===== src/rtl/scr_key_pkg.sv =====
package scr_key_pkg;

  typedef enum logic [1:0] {
    PH_IDLE    = 2'd0,
    PH_REQ     = 2'd1,
    PH_RELEASE = 2'd2,
    PH_LOCKED  = 2'd3
  } scr_phase_e;

  localparam int unsigned ST_W      = 6;
  localparam int unsigned ST_ESC    = 2;
  localparam int unsigned ST_KVALID = 3;
  localparam int unsigned ST_SEED   = 4;

endpackage


===== src/rtl/scr_esc_latch.sv =====
module scr_esc_latch #(
  parameter int unsigned    ESC_W   = 4,
  parameter logic [ESC_W-1:0] ESC_OFF = 4'b1010
) (
  input  logic             clk_i,
  input  logic             rst_ni,
  input  logic [ESC_W-1:0] esc_i,
  output logic             esc_hit_o,
  output logic             escalated_o
);

  // Anything that is not the exact Off code counts as an escalation.
  assign esc_hit_o = (esc_i != ESC_OFF);

  always_ff @(posedge clk_i or negedge rst_ni) begin
    if (!rst_ni) escalated_o <= 1'b0;
    else if (esc_hit_o) escalated_o <= 1'b1;
  end

endmodule


===== src/rtl/scr_req_fsm.sv =====
module scr_req_fsm
  import scr_key_pkg::*;
(
  input  logic clk_i,
  input  logic rst_ni,
  input  logic renew_i,
  input  logic ack_i,
  input  logic kill_i,
  output logic req_o,
  output logic busy_o,
  output logic start_o,
  output logic capture_o
);

  scr_phase_e phase_q, phase_d;

  always_comb begin
    phase_d = phase_q;
    unique case (phase_q)
      PH_IDLE:    if (kill_i) phase_d = PH_LOCKED;
                  else if (renew_i) phase_d = PH_REQ;
      PH_REQ:     if (kill_i) phase_d = PH_LOCKED;
                  else if (ack_i) phase_d = PH_RELEASE;
      PH_RELEASE: if (kill_i) phase_d = PH_LOCKED;
                  else if (!ack_i) phase_d = PH_IDLE;
      PH_LOCKED:  phase_d = PH_LOCKED;
      default:    phase_d = PH_LOCKED;
    endcase
  end

  always_ff @(posedge clk_i or negedge rst_ni) begin
    if (!rst_ni) phase_q <= PH_IDLE;
    else         phase_q <= phase_d;
  end

  assign req_o     = (phase_q == PH_REQ);
  assign busy_o    = (phase_q == PH_REQ) || (phase_q == PH_RELEASE);
  assign start_o   = (phase_q == PH_IDLE) && renew_i && !kill_i;
  assign capture_o = (phase_q == PH_REQ) && ack_i && !kill_i;

endmodule


===== src/rtl/scr_key_store.sv =====
module scr_key_store #(
  parameter int unsigned        KEY_W     = 128,
  parameter int unsigned        NONCE_W   = 128,
  parameter logic [KEY_W-1:0]   DEF_KEY   = '0,
  parameter logic [NONCE_W-1:0] DEF_NONCE = '0
) (
  input  logic               clk_i,
  input  logic               rst_ni,
  input  logic               start_i,
  input  logic               capture_i,
  input  logic               wipe_i,
  input  logic [KEY_W-1:0]   key_i,
  input  logic [NONCE_W-1:0] nonce_i,
  input  logic               seed_valid_i,
  output logic [KEY_W-1:0]   key_o,
  output logic [NONCE_W-1:0] nonce_o,
  output logic               key_valid_o,
  output logic               seed_valid_o
);

  always_ff @(posedge clk_i or negedge rst_ni) begin
    if (!rst_ni) begin
      key_o   <= DEF_KEY;
      nonce_o <= DEF_NONCE;
    end else if (wipe_i) begin
      key_o   <= DEF_KEY;
      nonce_o <= DEF_NONCE;
    end else if (capture_i) begin
      key_o   <= key_i;
      nonce_o <= nonce_i;
    end
  end

  always_ff @(posedge clk_i or negedge rst_ni) begin
    if (!rst_ni) begin
      key_valid_o  <= 1'b0;
      seed_valid_o <= 1'b0;
    end else if (wipe_i || start_i) begin
      key_valid_o  <= 1'b0;
      seed_valid_o <= 1'b0;
    end else if (capture_i) begin
      key_valid_o  <= 1'b1;
      seed_valid_o <= seed_valid_i;
    end
  end

endmodule


===== src/rtl/scr_key_ctrl.sv =====
module scr_key_ctrl
  import scr_key_pkg::*;
#(
  parameter int unsigned        KEY_W     = 128,
  parameter int unsigned        NONCE_W   = 128,
  parameter int unsigned        ESC_W     = 4,
  parameter logic [ESC_W-1:0]   ESC_OFF   = 4'b1010,
  parameter logic [KEY_W-1:0]   DEF_KEY   = '0,
  parameter logic [NONCE_W-1:0] DEF_NONCE = '0
) (
  input  logic               clk_i,
  input  logic               rst_ni,
  input  logic               renew_i,
  output logic               key_req_o,
  input  logic               key_ack_i,
  input  logic [KEY_W-1:0]   key_i,
  input  logic [NONCE_W-1:0] nonce_i,
  input  logic               seed_valid_i,
  input  logic [ESC_W-1:0]   esc_i,
  output logic [KEY_W-1:0]   key_o,
  output logic [NONCE_W-1:0] nonce_o,
  output logic               key_valid_o,
  output logic               seed_valid_o,
  output logic               escalated_o,
  output logic               busy_o,
  output logic               allow_o,
  output logic [ST_W-1:0]    status_o
);

  logic esc_hit, kill, start, capture;

  scr_esc_latch #(.ESC_W(ESC_W), .ESC_OFF(ESC_OFF)) u_esc (
    .clk_i       (clk_i),
    .rst_ni      (rst_ni),
    .esc_i       (esc_i),
    .esc_hit_o   (esc_hit),
    .escalated_o (escalated_o)
  );

  assign kill = esc_hit || escalated_o;

  scr_req_fsm u_fsm (
    .clk_i     (clk_i),
    .rst_ni    (rst_ni),
    .renew_i   (renew_i),
    .ack_i     (key_ack_i),
    .kill_i    (kill),
    .req_o     (key_req_o),
    .busy_o    (busy_o),
    .start_o   (start),
    .capture_o (capture)
  );

  scr_key_store #(
    .KEY_W(KEY_W), .NONCE_W(NONCE_W), .DEF_KEY(DEF_KEY), .DEF_NONCE(DEF_NONCE)
  ) u_store (
    .clk_i        (clk_i),
    .rst_ni       (rst_ni),
    .start_i      (start),
    .capture_i    (capture),
    .wipe_i       (kill),
    .key_i        (key_i),
    .nonce_i      (nonce_i),
    .seed_valid_i (seed_valid_i),
    .key_o        (key_o),
    .nonce_o      (nonce_o),
    .key_valid_o  (key_valid_o),
    .seed_valid_o (seed_valid_o)
  );

  // Traffic is held only while a request is open or after escalation.
  assign allow_o = !key_req_o && !escalated_o;

  always_comb begin
    status_o            = '0;
    status_o[ST_ESC]    = escalated_o;
    status_o[ST_KVALID] = key_valid_o;
    status_o[ST_SEED]   = seed_valid_o;
  end

endmodule


===== config.mk =====
export PLATFORM = sky130hd
export DESIGN_NAME = scr_key_ctrl
export DESIGN_NICKNAME = d
export VERILOG_FILES = /design/src/rtl/scr_key_pkg.sv /design/src/rtl/scr_esc_latch.sv /design/src/rtl/scr_req_fsm.sv /design/src/rtl/scr_key_store.sv /design/src/rtl/scr_key_ctrl.sv
export SDC_FILE = /design/constraint.sdc
export NUM_CORES = 1
export LEC_CHECK = 0
export ABC_AREA = 1
export BUFFER_PORTS_ARGS = -buffer_cell sky130_fd_sc_hd__buf_2
export CORE_AREA = 2 2 208 210
export CTS_BUF_LIST = sky130_fd_sc_hd__clkbuf_8
export DETAILED_ROUTE_END_ITERATION = 10
export DIE_AREA = 0 0 210 212
export HOLD_SLACK_MARGIN = 0.05
export SLEW_MARGIN = 20
export SYNTH_ARGS = -nofsm -noshare
export SYNTH_HDL_FRONTEND = slang
export SYNTH_SLANG_ARGS = --single-unit

===== constraint.sdc =====
create_clock -name clk_i -period 2.5 [get_ports clk_i]
set_input_delay 0.125 -clock clk_i [delete_from_list [all_inputs] [get_ports clk_i]]
set_output_delay 0.125 -clock clk_i [all_outputs]
set_load 0.005 [all_outputs]

==> impl_metrics.json, run 1 <==
{
  "syn_to_final_growth_pct": 67.73,
  "vias": 11335,
  "synth.largest_area_cell": "dfrtp_1",
  "drtAntennaViolNets": 0,
  "period_share": 0.9625,
  "relSlewSlack": 0.4897,
  "grt_overflow": 0,
  "timing.final.ws_setup_ns": 0.09383,
  "p_switching_mw": 2.065,
  "placed_cells": 2174,
  "grt_pass1_vias": 11487,
  "die_x_um": 210,
  "clockRootBuffer": "clkbuf_8",
  "timing.final.crit_period_ns": 2.406,
  "p_leak_nw": 10.31,
  "viasPerCell": 4.443,
  "clockBufferDepth": 3,
  "antenna_found_initial": 1,
  "worstPathMaxFanout": 7,
  "final_util": 0.4130,
  "setup.worst_path.start": "u_esc.escalated_o",
  "end_kind": "flip-flop",
  "synth-warning-count": 0,
  "grt_pass1_wl_um": 60200,
  "cp_num_buf_inv": 3,
  "place_congestion": 0.8818,
  "max_stage_delay_ns": 0.59,
  "crit_cells": 8,
  "num_rows": 76,
  "drv_slew": 0,
  "slowest_stage": "dlygate4sd3_1",
  "hold_class": "input pin to asynchronous set/reset pin",
  "layout-drive-gt1-share": 0.3142,
  "coreArea_um2": 42510,
  "skew_ns": 0.01613,
  "finalSetupTns_ns": 0,
  "worst-setup-path-type": "flip-flop to flip-flop",
  "path_cells": "nor2_4, nand2_2, dlygate4sd3_1, nor2_4, clkbuf_16, nand3_1, nand2_1, dlygate4sd3_1",
  "cts_tree": "done",
  "drt_iter0_drc": 900,
  "routed_wl_um": 38770,
  "synth_top_area_frac": 0.6240,
  "die_y_um": 212,
  "wl_met2_um": 19320,
  "wl_met1_um": 15280,
  "dpl.hpwl_um": 24080,
  "grt_usage": 0.1677,
  "ir_worst_vdd_mv": 0.2986,
  "rsz0062_at_grt": "no",
  "combPwrFrac": 0.074,
  "die_area_um2": 44520,
  "cts_htree_levels": 2,
  "fmax_mhz": 415.6,
  "clkSinkCount": 261,
  "final_cell_mix": "528 x buf_2, 524 x nand2_1, 287 x dlygate4sd3_1",
  "avgSynthCellArea_um2": 8.976,
  "power_density_nw_per_um2": 515.5,
  "wl_met3_um": 2588,
  "grt_max_degree": 147,
  "start_kind": "flip-flop",
  "initial_core_util": 0.2462,
  "num_io_pins": 533,
  "worst_pin_slew_ns": 0.7654,
  "fin_nets": 2235,
  "p_clk_frac": 0.459,
  "fill_cells": 4111,
  "maxCapViolCount": 0,
  "setup_viol": 0,
  "finalPower_mw": 9.050,
  "clock_latency_ns": 0.58,
  "highest_layer": "met4",
  "port_buffers": 529,
  "firstDrtPassIters": 6,
  "cts.clk_slew.worst_paths_ns": 0.06,
  "synth_area_um2": 10470,
  "ff2ff_path_depth": 8,
  "synthCells": 1166,
  "drc": 0,
  "final_common_cell": "buf_2",
  "hold_violations": 0,
  "status": "completed",
  "register_area_um2": 6533,
  "cts_buffers": 47,
  "fin_cells": 2551,
  "cp-endpoint": "u_store.nonce_o[30]",
  "seq_area_frac_synth": 0.6240,
  "crit_required_ns": 3.02,
  "path_delay_family": "buffers and inverters",
  "wire_per_inst_um": 15.20,
  "pre_cts_slack_ns": 0.5257,
  "ys_types": 18,
  "multi_input_area_um2": 3458,
  "worst_ep_arrival_time_ns": 2.93,
  "regToRegEndpoint": "u_store.nonce_o[30]",
  "reg2reg_from": "u_esc.escalated_o",
  "p_seq_frac": 0.467,
  "switching_share": 0.2281,
  "internal_power_mw": 6.986,
  "synth_area_leaders": "dfrtp_1 62%, nand2_1 19%, nand3_1 13%",
  "synth_seq_cells": 261,
  "r2r_slack_ns": 0.09
}
-- synth_stat cells --
library cell,count
buf_1,9
nor2_4,3
inv_1,9
a21oi_1,1
nand2_2,2
nand3_4,1
buf_4,15
nand3_1,262
dfrtp_1,261
o21ai_0,1
nor2_1,5
ha_1,4
clkbuf_1,10
nor2_2,1
nand2_1,524
nand4_1,1
conb_1,1
buf_2,56
-- registers in the layout, indices dropped and copies added, names as in the netlist --
register,count
u_store.key_o,128
u_store.key_valid_o,1
u_store.nonce_o,128
u_esc.escalated_o,1
u_store.seed_valid_o,1
u_fsm.phase_q,2
-- area by class of cell --
cell class / count / area share
sequential: 261 / 0.3721
timing repair buffer: 839 / 0.3337
multi-input combinational: 808 / 0.1970
clock buffer: 59 / 0.04625
tap: 546 / 0.03891
clock inverter: 26 / 0.009693
inverter: 9 / 0.001924
antenna: 3 / 0.0004276
-- through the flow --
step	cell area, µm²	hold WS, ns
3_5_place_dp	13660	0.1590
4_1_cts	17510	0.08138
3_3_place_gp	13660	0.1613
6_report	17560	0.1327
2_1_floorplan	10470	-0.1706
5_1_grt	17550	0.1256
-- power by group through the flow --
stage          registers, mW  logic [mW]  clock network, mW
6_report                4.23       0.666               4.16
4_1_cts                 4.23       0.661               4.34
5_1_grt                 4.22       0.720               4.51
3_5_place_dp            4.30       0.333                  0
3_3_place_gp            4.30       0.335                  0
2_1_floorplan           4.30     0.00764                  0
-- kinds of logic after synthesis --
logic type	share of synthesized area
other	0.0003583
and+or+nand+nor	0.3223
buffers and inverters	0.04758
AOI/OAI and AO/OA	0.0009554
DFF	0.6240
adders and majority gates	0.004782
-- timing repair --
action | 4_1_cts | 5_1_grt
resized for setup | 0 | 1
hold buffers | 287 | 0
endpoints found under the setup margin | 0 | 11
setup buffers | 0 | 2
hold endpoints to repair | 522 | 0
-- worst min-delay path by stage --
| stage | cells after the start | slack [ns] | to |
|---|---|---|---|
| 6_report | 2 | 0.13 | u_store.nonce_o[100] |
| 5_1_grt | 2 | 0.13 | u_store.nonce_o[25] |
| 4_1_cts | 2 | 0.08 | u_store.nonce_o[90] |
| 3_5_place_dp | 1 | 0.16 | u_store.nonce_o[100] |
| 3_3_place_gp | 1 | 0.16 | u_store.nonce_o[100] |
| 2_1_floorplan | 0 | -0.17 | u_esc.escalated_o |
-- routing by layer --
metal,track usage,vias to the layer above
met3,0.03811,107
met4,0.09024,0
met5,0,-
met2,0.2851,513
met1,0.1979,5381
li1,-,5334
-- worst register-to-register path, delay by kind of cell (launching register included) --
| kind | cells | cell delay, ns |
|---|---|---|
| and+or+nand+nor | 5 | 0.56 |
| buffers and inverters | 3 | 1.35 |
| DFF | 1 | 0.44 |
Note: power is estimated with default switching activity, not from simulation.
==> run 2, diff against run 1 <==
CORE_AREA = 2 2 206 208   (was 2 2 208 210)
CTS_BUF_LIST = sky130_fd_sc_hd__clkbuf_16   (was sky130_fd_sc_hd__clkbuf_8)
DIE_AREA = 0 0 208 210   (was 0 0 210 212)
==> impl_metrics.json, run 2 (same netlist as run 1, synthesis figures left out) <==
{
  "regToRegEndpoint": "u_store.key_o[127]",
  "fin_nets": 2196,
  "grt_pass1_wl_um": 60040,
  "drv_slew": 0,
  "clkSinkCount": 261,
  "cts_buffers": 29,
  "drtAntennaViolNets": 0,
  "r2r_slack_ns": 0.45,
  "vias": 11178,
  "clockRootBuffer": "clkbuf_16",
  "final_common_cell": "buf_2",
  "reg2reg_from": "u_fsm.phase_q[1]",
  "fmax_mhz": 473.7,
  "switching_share": 0.2145,
  "viasPerCell": 4.491,
  "worst_pin_slew_ns": 0.7529,
  "crit_required_ns": 3.00,
  "die_y_um": 210,
  "hold_depth": 7,
  "ctsResizeCount": 0,
  "final_util": 0.4181,
  "hold_path_end": "u_fsm.phase_q[0]",
  "rsz0062_at_grt": "no",
  "dpl.hpwl_um": 24440,
  "hold_violations": 0,
  "combPwrFrac": 0.070,
  "hold_class": "input pin to flip-flop",
  "path_cells": "dlygate4sd3_1, buf_2, nor2_2, dlygate4sd3_1, nand3_4, nor2_4, buf_12, buf_4, nand2_1, nand2_1",
  "wire_per_inst_um": 15.31,
  "num_io_pins": 533,
  "grt_usage": 0.1667,
  "grt_overflow": 0,
  "p_switching_mw": 2.019,
  "die_x_um": 208,
  "ff2ff_path_depth": 8,
  "num_antenna_cells": 0,
  "met2_usage": 0.2889,
  "clockBufferDepth": 3,
  "syn_to_final_growth_pct": 65.70,
  "setup_viol": 0,
  "initial_core_util": 0.2523,
  "skew_ns": 0.02965,
  "cts_tree": "done",
  "antenna_found_initial": 0,
  "cts.clk_slew.worst_paths_ns": 0.07,
  "num_rows": 75,
  "final_cell_mix": "528 x buf_2, 524 x nand2_1, 264 x dlygate4sd3_1",
  "worst_ep_arrival_time_ns": 2.61,
  "power_density_nw_per_um2": 542.7,
  "ir_worst_vdd_mv": 0.4201,
  "drt_iter0_drc": 870,
  "drc": 0,
  "grt_max_degree": 131,
  "maxCapViolCount": 0,
  "grt_util_met3": 0.03442,
  "firstDrtPassIters": 5,
  "p_leak_nw": 10.15,
  "grt_pass1_vias": 11560,
  "p_clk_frac": 0.482,
  "cts_htree_levels": 1,
  "internal_power_mw": 7.394,
  "port_buffers": 529,
  "end_kind": "flip-flop",
  "routed_wl_um": 38110,
  "worstPathMaxFanout": 38,
  "hold_start": "esc_i[2]",
  "worst-setup-path-type": "input pin to flip-flop",
  "use_met1": 0.2000,
  "slowest_stage": "dlygate4sd3_1",
  "die_area_um2": 43680,
  "start_kind": "input pin",
  "grt_busiest_layer": "met2",
  "max_stage_delay_ns": 0.60,
  "layout-drive-gt1-share": 0.3138,
  "reg.largest.list": "u_store.key_o x128, u_store.nonce_o x128, u_fsm.phase_q x2",
  "coreArea_um2": 41480,
  "period_share": 0.8444,
  "status": "completed",
  "relSlewSlack": 0.4980,
  "clock_latency_ns": 0.56,
  "place_congestion": 0.8209,
  "finalSetupTns_ns": 0,
  "timing.final.crit_period_ns": 2.111,
  "p_seq_frac": 0.449
}
[run 2: repair_timing]
| item | in CTS | in global routing |
|---|---|---|
| hold buffers | 264 | 0 |
| hold endpoints to repair | 339 | 0 |
| endpoints found under the setup margin | 0 | 0 |
| setup buffers | 0 | 0 |
[run 2: worst max-delay path, delay by kind of cell]
| kind | cells | cell delay, ns |
|---|---|---|
| and+or+nand+nor | 5 | 0.58 |
| buffers and inverters | 5 | 1.89 |
[run 2: worst max-delay path by stage]
stage                                start                   end  slack (ns)  cells after the start
final                             esc_i[0]    u_store.key_o[127]        0.39                     10
after global routing              esc_i[0]    u_store.key_o[127]        0.29                     10
after CTS                         esc_i[0]  u_store.nonce_o[114]        0.44                     10
after detailed placement  u_fsm.phase_q[1]  u_store.seed_valid_o        0.48                      8
after global placement    u_fsm.phase_q[1]   u_store.key_valid_o        0.54                      8
after floorplan           u_fsm.phase_q[1]  u_store.nonce_o[100]         1.0                      7
[run 2: layout make-up]
type                       count  area [µm²]
fill                        3905       24130
multi-input combinational    808        3458
clock buffer                  29       725.7
clock inverter                25       294.0
tap                          539       674.4
sequential                   261        6531
timing repair buffer         818        5625
inverter                       9       33.78
[run 2: per-layer routing]
metal,vias up,part of all wire
li1,5245,-
met1,5304,0.40
met2,528,0.49
met3,101,0.070
met4,0,0.040
met5,-,0
[run 2: power groups by stage]
stage | combinational (mW) | clock, mW | sequential, mW
2_1_floorplan | 0.00764 | 0 | 4.30
3_3_place_gp | 0.325 | 0 | 4.30
3_5_place_dp | 0.326 | 0 | 4.30
4_1_cts | 0.653 | 4.66 | 4.22
5_1_grt | 0.713 | 4.84 | 4.22
6_report | 0.655 | 4.53 | 4.22
[run 2: per-stage QoR]
stage	setup slack (ns)	hold slack (ns)	power [mW]	area, µm²	std cells
finish	0.3890	0.1017	9.412	17340	2489
global route	0.2854	0.1511	9.777	17340	2489
CTS	0.4377	0.07130	9.536	17340	2489
detailed placement	0.4808	0.1735	4.627	13680	2171
global placement	0.5368	0.1675	4.626	13680	2171
floorplan	0.9963	-0.1706	4.310	10470	1168
==> run 3, diff against run 2 <==
ABC_AREA = 0   (was 1)
CORE_AREA = 2 2 205 207   (was 2 2 206 208)
DIE_AREA = 0 0 207 209   (was 0 0 208 210)
clock period = 1.9 ns   (was 2.5 ns; I/O delays follow)
==> impl_metrics.json, run 3 <==
{
  "path_delay_family": "buffers and inverters",
  "yosysMostFrequentCell": "nand2_1",
  "antenna_found_initial": 0,
  "rsz0062_at_grt": "no",
  "hold_violations": 0,
  "drv_slew": 0,
  "cts_buffers": 30,
  "synth_top_family_by_area": "compound AO/OA/AOI/OAI gates",
  "start_kind": "flip-flop",
  "skew_ns": 0.008975,
  "drtAntennaViolNets": 0,
  "worst-setup-path-type": "flip-flop to primary output",
  "firstDrtPassIters": 4,
  "grt_max_degree": 74,
  "slowest_stage": "dfrtp_1",
  "cts_htree_levels": 1,
  "placed_cells": 2186,
  "worst_ep_arrival_time_ns": 1.64,
  "clock_latency_ns": 0.54,
  "placedInstanceArea_um2": 14760,
  "p_leak_nw": 8.529,
  "die_area_um2": 43260,
  "post_cts_buffers": 0,
  "grt_usage": 0.1708,
  "synth_mux_area_frac": 0.001882,
  "synth_xor_area_frac": 0,
  "fin_nets": 2209,
  "cts_tree": "done",
  "dpl.hpwl_um": 26170,
  "synth_ff_type": "dfrtp_1",
  "cp_num_buf_inv": 3,
  "port_buffers": 529,
  "async_flop_share": 1.000,
  "layout-drive-gt1-share": 0.4227,
  "setup.worst_path.start": "u_fsm.phase_q[1]",
  "synth_area_leaders": "dfrtp_1 58%, nand2_1 17%, a21oi_2 15%",
  "reg2reg_from": "u_fsm.phase_q[1]",
  "period_share": 0.9143,
  "synth_area_um2": 11300,
  "num_rows": 75,
  "drc": 0,
  "finalSetupTns_ns": 0,
  "pre_cts_slack_ns": 0.1851,
  "status": "completed",
  "wire_per_inst_um": 15.45,
  "design_area_um2": 18300,
  "place_congestion": 0.8368,
  "synth_edf_count": 0,
  "hold_class": "input pin to asynchronous set/reset pin",
  "num_io_pins": 533,
  "num_antenna_cells": 0,
  "grt_pass1_vias": 11607,
  "coreArea_um2": 41290,
  "timing.final.crit_period_ns": 1.737,
  "power_density_nw_per_um2": 751.0,
  "synth_seq_cells": 261,
  "fmax_mhz": 575.7,
  "end_kind": "primary output",
  "finalPower_mw": 13.74,
  "timing.final.ws_setup_ns": 0.1629,
  "multi_input_area_um2": 4173,
  "initial_core_util": 0.2737,
  "max_stage_delay_ns": 0.38,
  "relSlewSlack": 0.5711,
  "cts.clk_slew.worst_paths_ns": 0.06,
  "final_cell_mix": "528 x buf_2, 514 x nand2_1, 261 x dlygate4sd3_1, 261 x dfrtp_1, 200 x a21oi_2",
  "clockBufferDepth": 3,
  "maxCapViolCount": 0,
  "avgSynthCellArea_um2": 9.836,
  "synth_top_area_frac": 0.5779,
  "worst_pin_slew_ns": 0.6434,
  "synthCells": 1149,
  "drt_iter0_drc": 795,
  "die_x_um": 207,
  "clkSinkCount": 261,
  "final_common_cell": "buf_2",
  "setup_viol": 0,
  "crit_required_ns": 1.80,
  "grt_overflow": 0,
  "synthAdderAreaFrac": 0.004428,
  "synth_compound_area_frac": 0.1851,
  "clockRootBuffer": "clkbuf_16",
  "grt_pass1_wl_um": 61300,
  "viasPerCell": 4.473,
  "routed_wl_um": 38630,
  "path_cells": "inv_1, ha_1, buf_4, nor2_1, buf_2",
  "fill_cells": 3824,
  "syn_to_final_growth_pct": 61.87,
  "reg.largest.list": "u_store.key_o x128, u_store.nonce_o x128, u_fsm.phase_q x2",
  "seq_area_frac_synth": 0.5779,
  "fin_cells": 2500,
  "synth-simple-area-share": 0.1754,
  "vias": 11183,
  "die_y_um": 209,
  "synth-warning-count": 0,
  "worstPathMaxFanout": 6,
  "synth.largest_area_cell": "dfrtp_1",
  "ir_worst_vdd_mv": 0.6368,
  "register_area_um2": 6531,
  "ys_types": 26,
  "synth_common_cells": "514 x nand2_1, 261 x dfrtp_1, 200 x a21oi_2, 56 x a21oi_1, 29 x buf_2"
}
[run 3: changes by cell type after synthesis, moves of 3 or more]
cell / delta
a21oi_1: +55
a21oi_2: +200
buf_1: -9
buf_2: -27
buf_4: -3
buf_6: +24
clkbuf_1: +16
inv_1: -5
nand2_1: -10
nand3_1: -262
nor2_4: -3
[run 3: through the flow]
step / util / hold slack, ns
detailed placement: 0.3575 / 0.1357
floorplan: - / -0.2006
global placement: 0.3575 / 0.1376
finish: 0.4431 / 0.1182
CTS: 0.4431 / 0.08912
global route: 0.4431 / 0.1118
[run 3: area by class of cell]
| class | instances | share of cell area |
|---|---|---|
| clock buffer | 31 | 0.04240 |
| clock inverter | 22 | 0.008002 |
| inverter | 5 | 0.001436 |
| multi-input combinational | 794 | 0.2281 |
| sequential | 261 | 0.3570 |
| tap | 539 | 0.03686 |
| timing repair buffer | 848 | 0.3262 |
[run 3: cell families after synthesis]
group,after synthesis
and+or+nand+nor,522
AOI/OAI and AO/OA,263
DFF,261
buffers and inverters,96
adders and majority gates,4
muxes,2
other,1
[run 3: repair_timing]
item	CTS	global route
resized for setup	0	0
hold buffers	261	0
hold endpoints to repair	483	0
[run 3: per-layer routing]
metal / GRT usage / routed length, µm / up-vias
met5: 0 / 0 / -
met4: 0.06995 / 1349 / 0
met3: 0.03246 / 2466 / 93
met2: 0.2920 / 19030 / 481
met1: 0.2122 / 15790 / 5351
li1: - / - / 5258
[run 3: final timing paths]
| path | endpoint | slack [ns] | depth (start not counted) |
|---|---|---|---|
| min in group clk_i | u_fsm.phase_q[1] | 0.13 | 4 |
| max in group asynchronous | u_store.key_o[51] | 1.08 | 3 |
| worst min register to register | u_store.nonce_o[125] | 0.52 | 2 |
| worst min-delay path | u_store.key_o[43] | 0.12 | 2 |
| worst max-delay path | allow_o | 0.16 | 5 |
| worst max register to register | u_fsm.phase_q[0] | 0.18 | 5 |
[run 3: power by group]
group	switching (mW)	internal, mW
registers	0.0194	5.58
clock network	2.27	3.18
logic	1.52	1.17
total	3.81	9.93
